[src/rtl/nand_seq_pkg.sv]
package nand_seq_pkg;

  typedef enum logic [2:0] {
    S_IDLE, S_CMD1, S_ADDR, S_DATA, S_CMD2, S_TWB, S_WRB
  } seq_state_e;

  localparam logic [2:0] RA_CTRL = 3'd0;
  localparam logic [2:0] RA_CMD2 = 3'd1;
  localparam logic [2:0] RA_ALO  = 3'd2;
  localparam logic [2:0] RA_AHI  = 3'd3;
  localparam logic [2:0] RA_DLEN = 3'd4;
  localparam logic [2:0] RA_STAT = 3'd5;
  localparam logic [2:0] RA_TWB  = 3'd6;

  localparam int unsigned B_GO      = 31;
  localparam int unsigned B_APRES   = 30;
  localparam int unsigned B_RD      = 26;
  localparam int unsigned B_WR      = 25;
  localparam int unsigned B_CE1     = 19;
  localparam int unsigned B_CMD2EN  = 8;
  localparam int unsigned B_DONE    = 31;
  localparam int unsigned B_XFER    = 28;

  typedef struct packed {
    logic [7:0] cmd1;
    logic [7:0] cmd2;
    logic       cmd2_en;
    logic [3:0] n_addr;
    logic       rd;
    logic       wr;
    logic       ce1;
  } op_t;

endpackage

[src/rtl/nand_seq_regs.sv]
module nand_seq_regs
  import nand_seq_pkg::*;
#(
  parameter int unsigned AHI_W   = 24,
  parameter int unsigned DLEN_W  = 12,
  parameter int unsigned TWB_W   = 8,
  parameter int unsigned TWB_RST = 4,
  localparam int unsigned ADDR_W = 16 + AHI_W
) (
  input  logic              clk_i,
  input  logic              rst_ni,
  input  logic              we_i,
  input  logic [2:0]        addr_i,
  input  logic [31:0]       wdata_i,
  input  logic              idle_i,
  input  logic              set_cmd_i,
  input  logic              set_xfer_i,
  output logic              start_o,
  output op_t               op_o,
  output logic [ADDR_W-1:0] addr_o,
  output logic [DLEN_W-1:0] dlen_o,
  output logic [TWB_W-1:0]  twb_o,
  output logic [31:0]       status_o
);

  logic [7:0]        cmd2_q;
  logic              cmd2_en_q;
  logic [15:0]       alo_q;
  logic [AHI_W-1:0]  ahi_q;
  logic [DLEN_W-1:0] dlen_q;
  logic [TWB_W-1:0]  twb_q;
  logic              done_q, xfer_q;
  logic              clr_st;
  logic              unused_wdata;

  assign unused_wdata = ^wdata_i;
  assign clr_st  = we_i && (addr_i == RA_STAT);
  assign start_o = we_i && (addr_i == RA_CTRL) && wdata_i[B_GO] && idle_i;

  always_comb begin
    op_o.cmd1    = wdata_i[7:0];
    op_o.cmd2    = cmd2_q;
    op_o.cmd2_en = cmd2_en_q;
    op_o.n_addr  = wdata_i[B_APRES] ? ({1'b0, wdata_i[29:27]} + 4'd1) : 4'd0;
    op_o.rd      = wdata_i[B_RD];
    op_o.wr      = wdata_i[B_WR] && !wdata_i[B_RD];
    op_o.ce1     = wdata_i[B_CE1];
  end

  always_ff @(posedge clk_i or negedge rst_ni) begin
    if (!rst_ni) begin
      cmd2_q    <= '0;
      cmd2_en_q <= 1'b0;
      alo_q     <= '0;
      ahi_q     <= '0;
      dlen_q    <= '0;
      twb_q     <= TWB_W'(TWB_RST);
      done_q    <= 1'b0;
      xfer_q    <= 1'b0;
    end else begin
      if (we_i && addr_i == RA_CMD2) begin
        cmd2_q    <= wdata_i[7:0];
        cmd2_en_q <= wdata_i[B_CMD2EN];
      end
      if (we_i && addr_i == RA_ALO)  alo_q  <= wdata_i[15:0];
      if (we_i && addr_i == RA_AHI)  ahi_q  <= wdata_i[AHI_W-1:0];
      if (we_i && addr_i == RA_DLEN) dlen_q <= wdata_i[DLEN_W-1:0];
      if (we_i && addr_i == RA_TWB)  twb_q  <= wdata_i[TWB_W-1:0];
      // a new event wins over a clear in the same cycle
      done_q <= set_cmd_i  | (done_q & ~(clr_st & wdata_i[B_DONE]));
      xfer_q <= set_xfer_i | (xfer_q & ~(clr_st & wdata_i[B_XFER]));
    end
  end

  always_comb begin
    status_o         = '0;
    status_o[B_DONE] = done_q;
    status_o[B_XFER] = xfer_q;
  end

  assign addr_o = {ahi_q, alo_q};
  assign dlen_o = dlen_q;
  assign twb_o  = twb_q;

endmodule

[src/rtl/nand_seq_timer.sv]
module nand_seq_timer #(
  parameter int unsigned W = 8
) (
  input  logic         clk_i,
  input  logic         rst_ni,
  input  logic         load_i,
  input  logic [W-1:0] val_i,
  output logic         expired_o
);

  localparam logic [W-1:0] ONE = W'(1);

  logic [W-1:0] cnt_q;

  always_ff @(posedge clk_i or negedge rst_ni) begin
    if (!rst_ni)             cnt_q <= '0;
    else if (load_i)         cnt_q <= val_i;
    else if (cnt_q != '0)    cnt_q <= cnt_q - ONE;
  end

  assign expired_o = (cnt_q == '0);

endmodule

[src/rtl/nand_seq_fsm.sv]
module nand_seq_fsm
  import nand_seq_pkg::*;
#(
  parameter int unsigned ADDR_W = 40,
  parameter int unsigned DLEN_W = 12
) (
  input  logic              clk_i,
  input  logic              rst_ni,
  input  logic              start_i,
  input  op_t               op_i,
  input  logic [ADDR_W-1:0] addr_i,
  input  logic [DLEN_W-1:0] dlen_i,
  input  logic              tmr_done_i,
  input  logic              rb_i,
  input  logic [7:0]        io_i,
  input  logic [7:0]        buf_rdata_i,
  output logic              tmr_load_o,
  output logic              cmd_done_o,
  output logic              xfer_done_o,
  output logic              busy_o,
  output logic [1:0]        ce_no,
  output logic              cle_o,
  output logic              ale_o,
  output logic              we_no,
  output logic              re_no,
  output logic [7:0]        io_o,
  output logic              io_oe_o,
  output logic [DLEN_W-1:0] buf_idx_o,
  output logic              buf_wr_o,
  output logic [7:0]        buf_wdata_o
);

  localparam logic [DLEN_W-1:0] ONE = DLEN_W'(1);

  seq_state_e        state_q, state_d, post_data, post_addr, post_cmd1;
  logic              phase_q;
  logic [DLEN_W-1:0] cnt_q, dlen_q;
  logic [ADDR_W-1:0] addr_q;
  op_t               op_q;
  logic              has_data, addr_last, data_last, byte_st, in_pre, drive_wr;

  always_comb begin
    has_data  = op_q.rd | op_q.wr;
    addr_last = (cnt_q + ONE) == DLEN_W'(op_q.n_addr);
    data_last = (cnt_q + ONE) == dlen_q;
    post_data = op_q.cmd2_en ? S_CMD2 : S_TWB;
    post_addr = (has_data && dlen_q != '0) ? S_DATA : post_data;
    post_cmd1 = (op_q.n_addr != 4'd0) ? S_ADDR : post_addr;
    state_d   = state_q;
    case (state_q)
      S_IDLE:  if (start_i) state_d = S_CMD1;
      S_CMD1:  if (phase_q) state_d = post_cmd1;
      S_ADDR:  if (phase_q && addr_last) state_d = post_addr;
      S_DATA:  if (phase_q && data_last) state_d = post_data;
      S_CMD2:  if (phase_q) state_d = S_TWB;
      S_TWB:   if (tmr_done_i) state_d = S_WRB;
      S_WRB:   if (rb_i) state_d = S_IDLE;
      default: state_d = S_IDLE;
    endcase
  end

  assign byte_st = (state_q == S_CMD1) || (state_q == S_ADDR) ||
                   (state_q == S_DATA) || (state_q == S_CMD2);
  assign in_pre  = (state_q == S_CMD1) || (state_q == S_ADDR) || (state_q == S_DATA);

  assign tmr_load_o  = (state_d == S_TWB) && (state_q != S_TWB);
  assign xfer_done_o = has_data && in_pre && ((state_d == S_CMD2) || (state_d == S_TWB));
  assign cmd_done_o  = (state_q == S_WRB) && rb_i;

  always_ff @(posedge clk_i or negedge rst_ni) begin
    if (!rst_ni) begin
      state_q <= S_IDLE;
      phase_q <= 1'b0;
      cnt_q   <= '0;
      dlen_q  <= '0;
      addr_q  <= '0;
      op_q    <= '0;
    end else begin
      state_q <= state_d;
      if (state_q == S_IDLE) begin
        phase_q <= 1'b0;
        cnt_q   <= '0;
        if (start_i) begin
          op_q   <= op_i;
          addr_q <= addr_i;
          dlen_q <= dlen_i;
        end
      end else if (byte_st) begin
        phase_q <= ~phase_q;
        if (phase_q) begin
          cnt_q <= (state_d != state_q) ? '0 : cnt_q + ONE;
          if (state_q == S_ADDR) addr_q <= addr_q >> 8;
        end
      end
    end
  end

  // pins: strobe low in phase 0, rises into phase 1 with bus held
  assign drive_wr = (state_q == S_DATA) && op_q.wr;
  assign busy_o   = (state_q != S_IDLE);
  assign ce_no    = !busy_o ? 2'b11 : (op_q.ce1 ? 2'b01 : 2'b10);
  assign cle_o    = (state_q == S_CMD1) || (state_q == S_CMD2);
  assign ale_o    = (state_q == S_ADDR);
  assign io_oe_o  = cle_o || ale_o || drive_wr;
  assign we_no    = !(io_oe_o && !phase_q);
  assign re_no    = !((state_q == S_DATA) && op_q.rd && !phase_q);

  always_comb begin
    case (state_q)
      S_CMD1:  io_o = op_q.cmd1;
      S_CMD2:  io_o = op_q.cmd2;
      S_ADDR:  io_o = addr_q[7:0];
      S_DATA:  io_o = drive_wr ? buf_rdata_i : 8'h00;
      default: io_o = 8'h00;
    endcase
  end

  assign buf_idx_o   = cnt_q;
  assign buf_wr_o    = (state_q == S_DATA) && op_q.rd && !phase_q;
  assign buf_wdata_o = io_i;

endmodule

[src/rtl/nand_seq.sv]
module nand_seq
  import nand_seq_pkg::*;
#(
  parameter int unsigned AHI_W   = 24,
  parameter int unsigned DLEN_W  = 12,
  parameter int unsigned TWB_W   = 8,
  parameter int unsigned TWB_RST = 4
) (
  input  logic              clk_i,
  input  logic              rst_ni,
  input  logic              reg_we_i,
  input  logic [2:0]        reg_addr_i,
  input  logic [31:0]       reg_wdata_i,
  output logic [31:0]       irq_status_o,
  output logic              busy_o,
  output logic [1:0]        nand_ce_no,
  output logic              nand_cle_o,
  output logic              nand_ale_o,
  output logic              nand_we_no,
  output logic              nand_re_no,
  output logic [7:0]        nand_io_o,
  output logic              nand_io_oe_o,
  input  logic [7:0]        nand_io_i,
  input  logic              nand_rb_i,
  output logic [DLEN_W-1:0] buf_idx_o,
  output logic              buf_wr_o,
  output logic [7:0]        buf_wdata_o,
  input  logic [7:0]        buf_rdata_i
);

  localparam int unsigned ADDR_W = 16 + AHI_W;

  logic              start, tmr_load, tmr_done, cmd_done, xfer_done;
  op_t               op;
  logic [ADDR_W-1:0] addr;
  logic [DLEN_W-1:0] dlen;
  logic [TWB_W-1:0]  twb;

  nand_seq_regs #(
    .AHI_W(AHI_W), .DLEN_W(DLEN_W), .TWB_W(TWB_W), .TWB_RST(TWB_RST)
  ) u_regs (
    .clk_i      (clk_i),
    .rst_ni     (rst_ni),
    .we_i       (reg_we_i),
    .addr_i     (reg_addr_i),
    .wdata_i    (reg_wdata_i),
    .idle_i     (!busy_o),
    .set_cmd_i  (cmd_done),
    .set_xfer_i (xfer_done),
    .start_o    (start),
    .op_o       (op),
    .addr_o     (addr),
    .dlen_o     (dlen),
    .twb_o      (twb),
    .status_o   (irq_status_o)
  );

  nand_seq_timer #(.W(TWB_W)) u_twb (
    .clk_i     (clk_i),
    .rst_ni    (rst_ni),
    .load_i    (tmr_load),
    .val_i     (twb),
    .expired_o (tmr_done)
  );

  nand_seq_fsm #(.ADDR_W(ADDR_W), .DLEN_W(DLEN_W)) u_fsm (
    .clk_i       (clk_i),
    .rst_ni      (rst_ni),
    .start_i     (start),
    .op_i        (op),
    .addr_i      (addr),
    .dlen_i      (dlen),
    .tmr_done_i  (tmr_done),
    .rb_i        (nand_rb_i),
    .io_i        (nand_io_i),
    .buf_rdata_i (buf_rdata_i),
    .tmr_load_o  (tmr_load),
    .cmd_done_o  (cmd_done),
    .xfer_done_o (xfer_done),
    .busy_o      (busy_o),
    .ce_no       (nand_ce_no),
    .cle_o       (nand_cle_o),
    .ale_o       (nand_ale_o),
    .we_no       (nand_we_no),
    .re_no       (nand_re_no),
    .io_o        (nand_io_o),
    .io_oe_o     (nand_io_oe_o),
    .buf_idx_o   (buf_idx_o),
    .buf_wr_o    (buf_wr_o),
    .buf_wdata_o (buf_wdata_o)
  );

endmodule

[config.mk]
export PLATFORM = sky130hd
export DESIGN_NAME = nand_seq
export DESIGN_NICKNAME = d
export VERILOG_FILES = /design/src/rtl/nand_seq_pkg.sv /design/src/rtl/nand_seq_regs.sv /design/src/rtl/nand_seq_timer.sv /design/src/rtl/nand_seq_fsm.sv /design/src/rtl/nand_seq.sv
export SDC_FILE = /design/constraint.sdc
export NUM_CORES = 1
export LEC_CHECK = 0
export BUFFER_PORTS_ARGS = -buffer_cell sky130_fd_sc_hd__buf_2
export CORE_ASPECT_RATIO = 0.6
export CORE_UTILIZATION = 55
export DETAILED_ROUTE_END_ITERATION = 8
export PLACE_DENSITY_LB_ADDON = 0.08
export RECOVER_POWER = 100
export SYNTH_ARGS = -nofsm -noshare
export SYNTH_HDL_FRONTEND = slang
export SYNTH_SLANG_ARGS = --single-unit
[constraint.sdc]
create_clock -name clk_i -period 6.87 [get_ports clk_i]
set_clock_uncertainty 0.05 [all_clocks]
set_input_delay 0.3435 -clock clk_i [delete_from_list [all_inputs] [get_ports clk_i]]
set_output_delay 0.3435 -clock clk_i [all_outputs]
set_load 0.05 [all_outputs]
==> results.json <==
{
  "avgSynthCellArea_sq_um": 10.46,
  "drt_iter0_markers": 455,
  "min_path_cells": 3,
  "hpwl_microns": 13480,
  "cp-end-kind": "flip-flop",
  "cts_tree": "done",
  "cts_buffers": 17,
  "status": "complete, but fails checks",
  "violations": "max-capacitance violations, max-slew violations",
  "timing.fmax_mhz": 208.7,
  "slew_headroom": -0.8590,
  "power_density_nw_per_um2": 363.8,
  "viasPerCell": 5.728,
  "critical_path.startpoint_type": "flip-flop",
  "r2r_cells": 9,
  "area_growth_pct": 9.899,
  "grt_pass1_vias": 5941,
  "numClockSinks": 171,
  "async_reset_ff_frac": 1.000,
  "htree_levels": 4,
  "track_usage": 0.2660,
  "place.gp.congestion": 0.9124,
  "synth_cells": 807,
  "root_buffer": "clkbuf_16",
  "ys_seq_area_frac": 0.5070,
  "num_vias": 6123,
  "synth_top_flop_cell": "dfrtp_1",
  "synth_area_sq_um": 8443,
  "p_comb_frac": 0.297,
  "ant_nets": 0,
  "worst_ep_required_time_ns": 7.12,
  "postCtsSetupRepairBufs": 0,
  "final-seq-area_sq_um": 4280,
  "synth_area_leaders": "dfrtp_1 (50%), mux2_2 (9.2%), nand2_1 (7.0%), mux2i_1 (4.0%), buf_4 (3.8%)",
  "synth-seq-cells": 171,
  "synth-xor-area-share": 0.02697,
  "irDropWorstVdd_uv": 210.4,
  "layout_common_cells": "dfrtp_1 (170), nand2_1 (157), mux2_2 (69)",
  "slew_violations": 115,
  "synth_edf_count": 0,
  "ys_warn_count": 0,
  "p_leak_nw": 4.217,
  "hold_viol_final": 0,
  "synth_top_area_frac": 0.5039,
  "dp.cells": 1036,
  "yosys.area.top_type": "dfrtp_1",
  "arrival_ns": 5.04,
  "finalCriticalPeriod_ns": 4.792,
  "dieArea_sq_um": 15870,
  "ys_types": 64,
  "finalNetCount": 917,
  "synth_compound_area_frac": 0.1012,
  "drc": 0,
  "io_pins": 124,
  "swShare": 0.3772,
  "multi_input_area_sq_um": 3705,
  "die_height_microns": 97.97,
  "synth_top_family_by_area": "simple AND/OR/NAND/NOR gates",
  "final_common_cell": "dfrtp_1",
  "drtPass1Iterations": 5,
  "antenna_found_initial": 1,
  "p_sw_mw": 1.273,
  "final_cells": 1069,
  "grt_max_degree": 94,
  "timing.max_cap.violations": 3,
  "core_region_area_sq_um": 14720,
  "insertion_delay_ns": 0.42,
  "setup_tns_ns": 0,
  "pwr-share-seq": 0.423,
  "antenna_cells": 0,
  "port_buffers": 76,
  "rsz0062_at_grt": "false",
  "drive_gt1_frac": 0.1848,
  "grt_pass1_wl_microns": 32180,
  "min_path_type": "input pin to flip-flop",
  "synth.area.mux_share": 0.1448,
  "gr-total-overflow": 0,
  "start_util": 0.5736,
  "min_period_over_period": 0.6976,
  "drt-total-wl_microns": 19750,
  "row_count": 34,
  "clkTransAtPathRegs_ns": 0.08,
  "p_int_mw": 2.102,
  "worst_pin_slew_ns": 2.789,
  "die_x_microns": 162.0,
  "critPathMaxFanout": 8,
  "critPathKind": "flip-flop to flip-flop",
  "clock_path_buffers": 2,
  "setup_violations": 0,
  "nFillCells": 1222,
  "cts-resized-gates": 0,
  "wire_per_inst_microns": 18.47,
  "yosys.area_share.adder": 0.005928,
  "synthSimpleGateAreaFrac": 0.1501,
  "clockPowerShare": 0.280
}
==> worst max-delay path, cell delays in order, from the launching register on <==
cell and delay [ns]:
dfrtp_1 0.50, ha_1 0.41, nand2_1 0.21, o21ai_0 0.42
nand4_1 0.17, a2111oi_0 1.44, a31oi_1 0.32, and3_2 0.34
a211o_1 0.42, mux2_1 0.37
==> per-stage QoR <==
step | power, mW | setup slack [ns] | area (sq um) | hold slack (ns) | util
after floorplan | 2.247 | 3.535 | 8552 | -0.002091 | -
after global placement | 2.455 | 3.292 | 8786 | 0.3949 | 0.5969
after detailed placement | 2.501 | 3.222 | 8786 | 0.3978 | 0.5969
after CTS | 3.452 | 3.200 | 9392 | 0.06384 | 0.6380
after global routing | 3.569 | 1.622 | 9279 | 0.07806 | 0.6304
final | 3.376 | 2.078 | 9279 | 0.07545 | 0.6304
==> state kept, by name (all words and copies together), names as in the netlist, 3 cells and up <==
signal and count:
u_regs.ahi_q 24, u_regs.cmd2_q 8, u_fsm.dlen_q 12, u_fsm.addr_q 40
u_fsm.buf_idx_o 12, u_regs.alo_q 16, u_twb.cnt_q 8, u_regs.twb_o 8
u_fsm.op_q 24, u_regs.dlen_o 12, u_fsm.state_q 3
==> cell type report <==
cell class	instances	share of cell area
clock inverters	15	0.01834
flip-flops and latches	171	0.4613
well taps	198	0.02670
multi-input cells	570	0.3993
repair buffers	86	0.04369
clock buffers	17	0.04585
inverters	12	0.004854
==> metal layers <==
layer,wire (microns),track usage
met3,1100,0.05480
met2,8279,0.3691
met5,0,0
met1,10050,0.4192
met4,315,0.07257
==> final timing paths <==
path                                    end  slack [ns]          startpoint
max                          u_twb.cnt_q[5]        2.08  u_fsm.buf_idx_o[0]
min                           u_fsm.op_q[2]        0.08     reg_wdata_i[26]
max reg2reg                  u_twb.cnt_q[5]        2.08  u_fsm.buf_idx_o[0]
min reg2reg                  u_fsm.op_q[14]        0.40    u_regs.cmd2_q[6]
max in group asynchronous   u_regs.alo_q[8]        4.70              rst_ni
min in group asynchronous  u_regs.ahi_q[21]        0.53              rst_ni
==> power groups by stage <==
| stage | Sequential (mW) | Clock (mW) | Combinational (mW) |
|---|---|---|---|
| 2_1_floorplan | 1.38 | 0 | 0.865 |
| 5_1_grt | 1.46 | 1.01 | 1.10 |
| 4_1_cts | 1.43 | 0.961 | 1.07 |
| 6_report | 1.43 | 0.944 | 1.00 |
| 3_5_place_dp | 1.44 | 0 | 1.06 |
| 3_3_place_gp | 1.43 | 0 | 1.03 |
==> cell families (layout without fill, tap and decap cells) <==
| logic type | Yosys count | after routing |
|---|---|---|
| fa+ha+maj | 4 | 4 |
| flops | 171 | 171 |
| compound gates | 132 | 132 |
| xor+xnor | 26 | 26 |
| mux | 110 | 110 |
| other cells | 1 | 30 |
| buf+inv | 95 | 130 |
| simple gates | 268 | 268 |
==> synthesized netlist by cell type, drive strengths merged (3+ instances only) <==
library cell  instances
dfrtp               170
nand2               157
mux2                 76
o21ai                64
buf                  47
clkbuf               36
mux2i                34
nor2                 22
a22oi                17
nand3                14
nor3                 13
xnor2                13
xor2                 13
inv                  12
a21oi                10
nand2b               10
a22o                  9
nor2b                 9
a21o                  8
nor4                  8
nand4                 7
or3                   5
a31oi                 4
ha                    4
and2                  3
and3                  3
nand3b                3
nand4b                3
or4                   3
==> timing repair <==
action / CTS / global route
endpoints found under the setup margin: 0 / 0
endpoints found under the hold margin: 85 / 0
hold buffers: 1 / 0
No activity file was read; power rests on OpenSTA's default activity.
